## src/rtl/ftsr_pkg.sv

```systemverilog
package ftsr_pkg;

   typedef enum logic [1:0] {
      ENC_BIN     = 2'd0,
      ENC_ONEHOT  = 2'd1,
      ENC_HAMMING = 2'd2
   } enc_e;

   function automatic int idx_width(int n);
      return (n < 2) ? 1 : $clog2(n);
   endfunction

   function automatic int ham_checks(int m);
      int r;
      r = 1;
      while ((1 << r) < (m + r + 1)) r++;
      return r;
   endfunction

   function automatic int word_width(enc_e e, int n);
      case (e)
         ENC_ONEHOT:  return n;
         ENC_HAMMING: return idx_width(n) + ham_checks(idx_width(n)) + 1;
         default:     return idx_width(n);
      endcase
   endfunction

endpackage

```

## src/rtl/ftsr_encoder.sv

```systemverilog
module ftsr_encoder #(
   parameter int             N_STATES = 5,
   parameter ftsr_pkg::enc_e ENC      = ftsr_pkg::ENC_HAMMING,
   parameter int             IW       = ftsr_pkg::idx_width(N_STATES),
   parameter int             SW       = ftsr_pkg::word_width(ENC, N_STATES)
) (
   input  logic [IW-1:0] idx_i,
   output logic [SW-1:0] word_o
);

   if (ENC == ftsr_pkg::ENC_ONEHOT) begin : g_onehot
      always_comb begin
         word_o        = '0;
         word_o[idx_i] = 1'b1;
      end
   end else if (ENC == ftsr_pkg::ENC_HAMMING) begin : g_ham
      localparam int R  = ftsr_pkg::ham_checks(IW);
      localparam int HN = IW + R;
      always_comb begin
         int k;
         word_o = '0;
         k      = 0;
         // data bits go to the positions that are not powers of two
         for (int p = 1; p <= HN; p++) begin
            if ((p & (p - 1)) != 0) begin
               word_o[p] = idx_i[k];
               k++;
            end
         end
         // check bit 2^i covers every position with bit i set
         for (int i = 0; i < R; i++) begin
            for (int p = 1; p <= HN; p++) begin
               if ((((p >> i) & 1) == 1) && (p != (1 << i)))
                  word_o[1 << i] = word_o[1 << i] ^ word_o[p];
            end
         end
         word_o[0] = ^word_o[HN:1];
      end
   end else begin : g_bin
      assign word_o = idx_i;
   end

endmodule

```

## src/rtl/ftsr_decoder.sv

```systemverilog
module ftsr_decoder #(
   parameter int             N_STATES = 5,
   parameter ftsr_pkg::enc_e ENC      = ftsr_pkg::ENC_HAMMING,
   parameter int             IW       = ftsr_pkg::idx_width(N_STATES),
   parameter int             SW       = ftsr_pkg::word_width(ENC, N_STATES)
) (
   input  logic [SW-1:0] word_i,
   output logic [IW-1:0] idx_o,
   output logic          corr_o,
   output logic          unc_o
);

   if (ENC == ftsr_pkg::ENC_ONEHOT) begin : g_onehot
      always_comb begin
         idx_o = '0;
         for (int i = 0; i < SW; i++) begin
            if (word_i[i]) idx_o = IW'(i);
         end
         corr_o = 1'b0;
         unc_o  = ($countones(word_i) != 1);
      end
   end else if (ENC == ftsr_pkg::ENC_HAMMING) begin : g_ham
      localparam int R  = ftsr_pkg::ham_checks(IW);
      localparam int HN = IW + R;
      logic [R-1:0] syn;
      logic         par;
      logic         single;
      logic         dbl;
      always_comb begin
         int k;
         syn = '0;
         for (int p = 1; p <= HN; p++) begin
            if (word_i[p]) syn = syn ^ R'(p);
         end
         par    = ^word_i;
         single = 1'b0;
         dbl    = 1'b0;
         if (par) begin
            // odd parity: one flip, located by the syndrome (0 = bit 0)
            if (int'(syn) <= HN) single = 1'b1;
            else                 dbl    = 1'b1;
         end else if (syn != '0) begin
            dbl = 1'b1;
         end
         idx_o = '0;
         k     = 0;
         for (int p = 1; p <= HN; p++) begin
            if ((p & (p - 1)) != 0) begin
               idx_o[k] = word_i[p] ^ (single && (int'(syn) == p));
               k++;
            end
         end
         unc_o  = dbl || (int'(idx_o) >= N_STATES);
         corr_o = single && !unc_o;
      end
   end else begin : g_bin
      assign idx_o  = word_i;
      assign corr_o = 1'b0;
      assign unc_o  = (int'(word_i) >= N_STATES);
   end

endmodule

```

## src/rtl/ftsr_state_reg.sv

```systemverilog
module ftsr_state_reg #(
   parameter int             N_STATES = 5,
   parameter ftsr_pkg::enc_e ENC      = ftsr_pkg::ENC_HAMMING,
   localparam int            IW       = ftsr_pkg::idx_width(N_STATES),
   localparam int            SW       = ftsr_pkg::word_width(ENC, N_STATES)
) (
   input  logic          clk,
   input  logic          rst_n,
   input  logic [IW-1:0] next_idx,
   input  logic          inj_en,
   input  logic [SW-1:0] inj_mask,
   output logic [IW-1:0] cur_state,
   output logic          err_corr,
   output logic          err_fatal
);

   // code word of state 0: a single set bit in one-hot, all zero otherwise
   localparam logic [SW-1:0] RST_WORD =
      (ENC == ftsr_pkg::ENC_ONEHOT) ? SW'(1) : '0;

   initial begin
      assert (N_STATES >= 2)
         else $error("ftsr_state_reg: N_STATES must be at least 2");
   end

   logic [IW-1:0] safe_idx;
   logic [SW-1:0] enc_word;
   logic [SW-1:0] word_q;
   logic [IW-1:0] dec_idx;
   logic          dec_corr;
   logic          dec_unc;
   logic          fatal_q;

   assign safe_idx = (int'(next_idx) < N_STATES) ? next_idx : '0;

   ftsr_encoder #(
      .N_STATES (N_STATES),
      .ENC      (ENC),
      .IW       (IW),
      .SW       (SW)
   ) u_enc (
      .idx_i  (safe_idx),
      .word_o (enc_word)
   );

   ftsr_decoder #(
      .N_STATES (N_STATES),
      .ENC      (ENC),
      .IW       (IW),
      .SW       (SW)
   ) u_dec (
      .word_i (word_q),
      .idx_o  (dec_idx),
      .corr_o (dec_corr),
      .unc_o  (dec_unc)
   );

   always_ff @(posedge clk or negedge rst_n) begin
      if (!rst_n) begin
         word_q  <= RST_WORD;
         fatal_q <= 1'b0;
      end else begin
         word_q <= inj_en ? (word_q ^ inj_mask) : enc_word;
         if (dec_unc) fatal_q <= 1'b1;
      end
   end

   assign err_fatal = fatal_q | dec_unc;
   assign err_corr  = dec_corr;
   assign cur_state = err_fatal ? '0 : dec_idx;

endmodule

```

## config.mk

```make
export PLATFORM = sky130hd
export DESIGN_NAME = ftsr_state_reg
export DESIGN_NICKNAME = d
export VERILOG_FILES = /design/src/rtl/ftsr_pkg.sv /design/src/rtl/ftsr_encoder.sv /design/src/rtl/ftsr_decoder.sv /design/src/rtl/ftsr_state_reg.sv
export SDC_FILE = /design/constraint.sdc
export NUM_CORES = 1
export LEC_CHECK = 0
export CAP_MARGIN = 15
export CELL_PAD_IN_SITES_DETAIL_PLACEMENT = 0
export CELL_PAD_IN_SITES_GLOBAL_PLACEMENT = 2
export CORE_MARGIN = 5
export CORE_UTILIZATION = 39
export CTS_CLUSTER_SIZE = 8
export DETAILED_ROUTE_END_ITERATION = 8
export DONT_BUFFER_PORTS = 1
export MAX_ROUTING_LAYER = met4
export PLACE_DENSITY_LB_ADDON = 0.1
export SYNTH_ARGS = -nofsm -noshare
export SYNTH_HDL_FRONTEND = slang
export SYNTH_SLANG_ARGS = --single-unit
```

## constraint.sdc

```tcl
create_clock -name clk -period 4.5 [get_ports clk]
set_clock_uncertainty 0.05 [all_clocks]
set_input_delay 1.35 -clock clk [delete_from_list [all_inputs] [get_ports clk]]
set_output_delay 1.35 -clock clk [all_outputs]
set_load 0.1 [all_outputs]
```

Word-level counts from Yosys, hierarchy flattened. Index checks and enable logic that the tools add are counted.

Register bits: 8. Latch bits: 0. RAM bits: 0. Bits in read-only memories: 0. Bits of input ports: 13. Output and inout bits: 5. Word-level logic and storage cells: 44. Memories kept: 0.

$add $sub $neg: 0. $mul: 0. Divide/modulo/power cells: 0. $lt $le $gt $ge: 3. Equal/unequal tests: 3. Shift operators: 0. Muxes and demuxes: 14. Bitwise gates (word level): 13. Reduce and logical (&&, ||, !) cells: 9.

Operator list (number): $mux 3 (5); $mux 7 (1); $reduce_xor 7->1 (1); $xor 7x7->7 (1); $eq 3x3->1 const B (2); $mux 1 (6); $not 2->2 (3); $reduce_xor 6->1 (1); $xor 1x1->1 (6); $logic_and 1x1->1 (4); $mux 2 (2); $eq 3x2->1 const B (1); $ge 3x3->1 const B (1); $le 3x3->1 const B (1); $lt 3x3->1 const B (1); $reduce_bool 3->1 (1); $not 1->1 const A (2); $logic_not 1->1 (1); $logic_or 1x1->1 (1); $or 1x1->1 (1).

Depth between registers and ports, before layout.
Depth in word-level cells: 18. Mapped depth: 8.

Hierarchy. Synthesis repeated with hierarchy kept, for this count alone.

Cells, all modules: 108. Area, all modules: 935.9 µm².

By module, submodules not included: ftsr_decoder (instances 1, cells an instance 62, area each 460.4 µm², seq. area each 0.0 µm²); ftsr_state_reg (instances 1, cells an instance 39, area each 402.9 µm², seq. area each 200.2 µm²); ftsr_encoder (instances 1, cells an instance 7, area each 72.6 µm², seq. area each 0.0 µm²).

Worst setup path after synthesis. No wires, ideal clock.

Path kind: flip-flop to output port. Start point: register word_q[2]. End point: output port cur_state[1]. Data arrival time: 3.507 ns. Path slack: -0.407 ns. Stages on the path, launching flop included: 8. Cells stage by stage: dfrtp_1 -> buf_4 -> xnor2_4 -> xor2_2 -> or3_1 -> o211ai_2 -> o31ai_2 -> nor3_2.

Longest elaborated chain between the ends: 16.

RTL lines: from (decl) (RTL line ftsr_state_reg.sv:28) `logic [SW-1:0] word_q;`; from (signal assigned) (RTL line ftsr_state_reg.sv:63) `word_q <= inj_en ? (word_q ^ inj_mask) : enc_word;`; $mux 2 (RTL line ftsr_decoder.sv:33) `if (word_i[p]) syn = syn ^ R'(p);`; $not 2->2 (no source line); $mux 2 (RTL line ftsr_decoder.sv:33); $mux 3 (2 in series) (RTL line ftsr_decoder.sv:33); $not 2->2 (no source line); $mux 3 (RTL line ftsr_decoder.sv:33); $le 3x3->1 (RTL line ftsr_decoder.sv:40) `if (int'(syn) <= HN) single = 1'b1;`; $mux 1 (RTL line ftsr_decoder.sv:40); $mux 1 (RTL line ftsr_decoder.sv:38) `if (par) begin`; $logic_and 1x1->1 (RTL line ftsr_decoder.sv:49) `idx_o[k] = word_i[p] ^ (single && (int'(syn) == p));`; $xor 1x1->1 (RTL line ftsr_decoder.sv:49); $ge 3x3->1 (RTL line ftsr_decoder.sv:53) `unc_o = dbl || (int'(idx_o) >= N_STATES);`; $logic_or 1x1->1 (*) (RTL line ftsr_decoder.sv:53); $or 1x1->1 (*) (RTL line ftsr_state_reg.sv:68) `assign err_fatal = fatal_q | dec_unc;`; named net err_fatal (RTL line ftsr_state_reg.sv:14) `output logic err_fatal`; $mux 3 (*) (RTL line ftsr_state_reg.sv:70) `assign cur_state = err_fatal ? '0 : dec_idx;`; to (decl) (RTL line ftsr_state_reg.sv:12) `output logic [IW-1:0] cur_state,`.

The timed path passes the listed nets; every way through them passes the cells marked *.

Worst setup path in the final report.
Start point: register word_q[2]. End point: output port cur_state[0].

Longest elaborated chain between the ends: 16.

RTL lines (RTL line): $mux 2 (ftsr_decoder.sv:33); $not 2->2 (no source line); $mux 2 (ftsr_decoder.sv:33); $mux 3 (2 in series) (ftsr_decoder.sv:33); $not 2->2 (no source line); $mux 3 (ftsr_decoder.sv:33); $le 3x3->1 (ftsr_decoder.sv:40); $mux 1 (ftsr_decoder.sv:40); $mux 1 (ftsr_decoder.sv:38); $logic_and 1x1->1 (ftsr_decoder.sv:49); $xor 1x1->1 (ftsr_decoder.sv:49); $ge 3x3->1 (ftsr_decoder.sv:53); $logic_or 1x1->1 (ftsr_decoder.sv:53); $or 1x1->1 (ftsr_state_reg.sv:68); $mux 3 (*) (ftsr_state_reg.sv:70).

Mark *: on every way between the ends. The rest lies on a longest branch, timed or not.

==> metrics.yaml <==
clock_latency_ns: 0.25
vias: 846
cts-buffers-inserted: 3
core_area_sq_um: 2430
cts-root-buf: "clkbuf_4"
antenna_cells: 0
startpoint_type: "flip-flop"
fin_cells: 146
rsz0062_at_grt: "no"
synth_cell_types: 39
yosysTopAreaCellShare_pct: 20.5
cts-htree-levels: 1
numPortBuffers: 0
avgSynthCellArea_sq_um: 8.49
die_w_um: 60.0
slew_violations: 0
cp.arrival_ns: 2.82
ys_ff_latch: 8
dr.pass1.iters: 4
drtIter0Drc: 29
hold_class: "flip-flop to flip-flop"
syn_nets: 128
row_count: 18
synth_ff_type: "dfrtp_1"
synthTopCellsByArea: "dfrtp_1 (21%), xnor2_1 (8.1%), a21oi_1 (6.7%)"
status: "finished clean"
cellPowerDensity_nw_per_um2: 389
place_congestion: 0.856
final-setup-viol-count: 0
initial_core_util_pct: 40.1
yosysMostFrequentCell: "nor2_1"
dieHeight_um: 60.0
fmax_ghz: 0.237
drc: 0
track_usage_pct: 13.2
post-cts-setup-buffer-count: 0
worst_slew_pin_slew_ns: 0.797
nNetsFinal: 131
routed_wl_mm: 2.11
grt_pass1_vias: 753
io_pins: 18
period_share_pct: 93.7
cts_tree: "yes"
vias_per_cell: 5.79
dp_cells: 143
syn_to_final_growth_pct: 11.3
synth-async-reset-ratio_pct: 100
path_clk_slew_ns: 0.05
drtAntennaViolNets: 0
ys_top_cells_by_count: "nor2_1 (15), a21oi_1 (13), xnor2_1 (9)"
cts_hold_buf: 0
final.setup.tns_ns: 0
final-hold-violation-count: 0
dpl.hpwl_mm: 1.67
fin_total_pwr_uw: 422
synth_top_area_cell: "dfrtp_1"
worstSetupEndpointType: "primary output"
die-area_sq_um: 3600
antenna_found_initial: 0
fill_cells: 246
cts_resized: 0
slew_headroom_pct: 46.7
synth_area_sq_um: 976
crit_fanout: 16
finalCriticalPeriod_ns: 4.22
yosysSeqAreaShare_pct: 20.5
grt_pass1_wl_mm: 3.51
drive_gt1_share_pct: 19.0
wl_per_cell_um: 14.5
cts_sinks: 8
gr-total-overflow: 0
synth_warnings: 0
vdd_drop_max_mv: 0.182
synthCells: 115
crit_required_ns: 3.10
worstSetupPathType: "flip-flop to primary output"
grt_max_degree: 17
synth_edf_count: 0
clockBufferDepth: 2
max_cap_violations: 0
total_leakage_power_nw: 0.389
-- final cells by class --
type | count | area (sq um) | area share [%]
multi-input cells | 96 | 744 | 68.5
flip-flops and latches | 8 | 200 | 18.4
repair buffers | 6 | 70.1 | 6.45
well taps | 30 | 37.5 | 3.46
clock buffers | 3 | 22.5 | 2.07
inverters | 3 | 11.3 | 1.04
-- worst max-delay path: stages (launching register included) --
cell and delay, ns:
dfrtp_1 0.77, xnor2_4 0.19, xnor2_2 0.34, nor2_1 0.13
a2111oi_4 0.48, o31ai_4 0.17, a221oi_4 0.26, buf_12 0.21
-- path summary, 6_finish.rpt --
check | start | endpoint | slack [ns] | cells past startpoint
max | word_q[2] | cur_state[0] | 0.28 | 7
min | fatal_q | fatal_q | 0.47 | 2
max reg2reg | word_q[2] | fatal_q | 2.23 | 5
min reg2reg | fatal_q | fatal_q | 0.47 | 2
max in group asynchronous | rst_n | word_q[5] | 3.59 | 0
min in group asynchronous | rst_n | word_q[2] | 0.74 | 0
-- layout by cell type (no fill, tap or decap), types with 2 or more instances in the layout --
| cell type | n |
|---|---|
| a2111oi_4 | 2 |
| a211oi_1 | 2 |
| a21oi_1 | 12 |
| and2_1 | 2 |
| buf_12 | 2 |
| buf_4 | 4 |
| clkbuf_4 | 3 |
| dfrtp_1 | 8 |
| inv_1 | 3 |
| mux2i_1 | 3 |
| nand2_1 | 7 |
| nand2b_1 | 4 |
| nand3_1 | 3 |
| nor2_1 | 14 |
| nor3_1 | 2 |
| o21ai_0 | 6 |
| o31ai_1 | 2 |
| or3_1 | 2 |
| or4_1 | 3 |
| xnor2_1 | 9 |
| xnor2_2 | 2 |
| xor2_1 | 4 |
-- sequential cells by signal, summed over array words and instances (netlist names) --
| signal | flops |
|---|---|
| fatal_q | 1 |
| word_q | 7 |
-- per-stage QoR --
step / utilization [%] / setup slack, ns / area (sq um) / hold WS, ns
global placement: 43.7 / 0.534 / 1060 / 0.466
global route: 44.7 / 0.0630 / 1090 / 0.503
CTS: 44.7 / 0.242 / 1090 / 0.484
floorplan: - / -0.207 / 996 / 0.441
finish: 44.7 / 0.284 / 1090 / 0.474
detailed placement: 43.7 / 0.528 / 1060 / 0.469
-- power by group --
| group | switching, mW | total (mW) | leakage, nW | internal, mW |
|---|---|---|---|---|
| logic | 0.169 | 0.260 | 0.282 | 0.0910 |
| clock network | 0.0237 | 0.0542 | 0.0138 | 0.0305 |
| registers | 0.0278 | 0.108 | 0.0931 | 0.0797 |
-- per-layer routing --
| layer | up-vias | share of wire (%) | track usage [%] |
|---|---|---|---|
| met5 | - | 0 | - |
| met4 | 0 | 0.62 | 5.70 |
| met3 | 2 | 4.6 | 1.94 |
| met2 | 26 | 51 | 19.9 |
| met1 | 394 | 43 | 17.5 |
| li1 | 424 | - | - |
-- cells by family (layout without fill, tap and decap cells) --
kind of cell           count (synthesis)  count (layout)  share of synthesized area (%)
AO/OA/AOI/OAI                         32              32                           25.6
XOR/XNOR                              17              17                           19.5
buffers and inverters                 11              12                           6.54
flip-flops                             8               8                           20.5
multiplexers                           4               4                           5.38
AND/OR/NAND/NOR                       43              43                           22.4
Power figures use the tool's default switching activity.
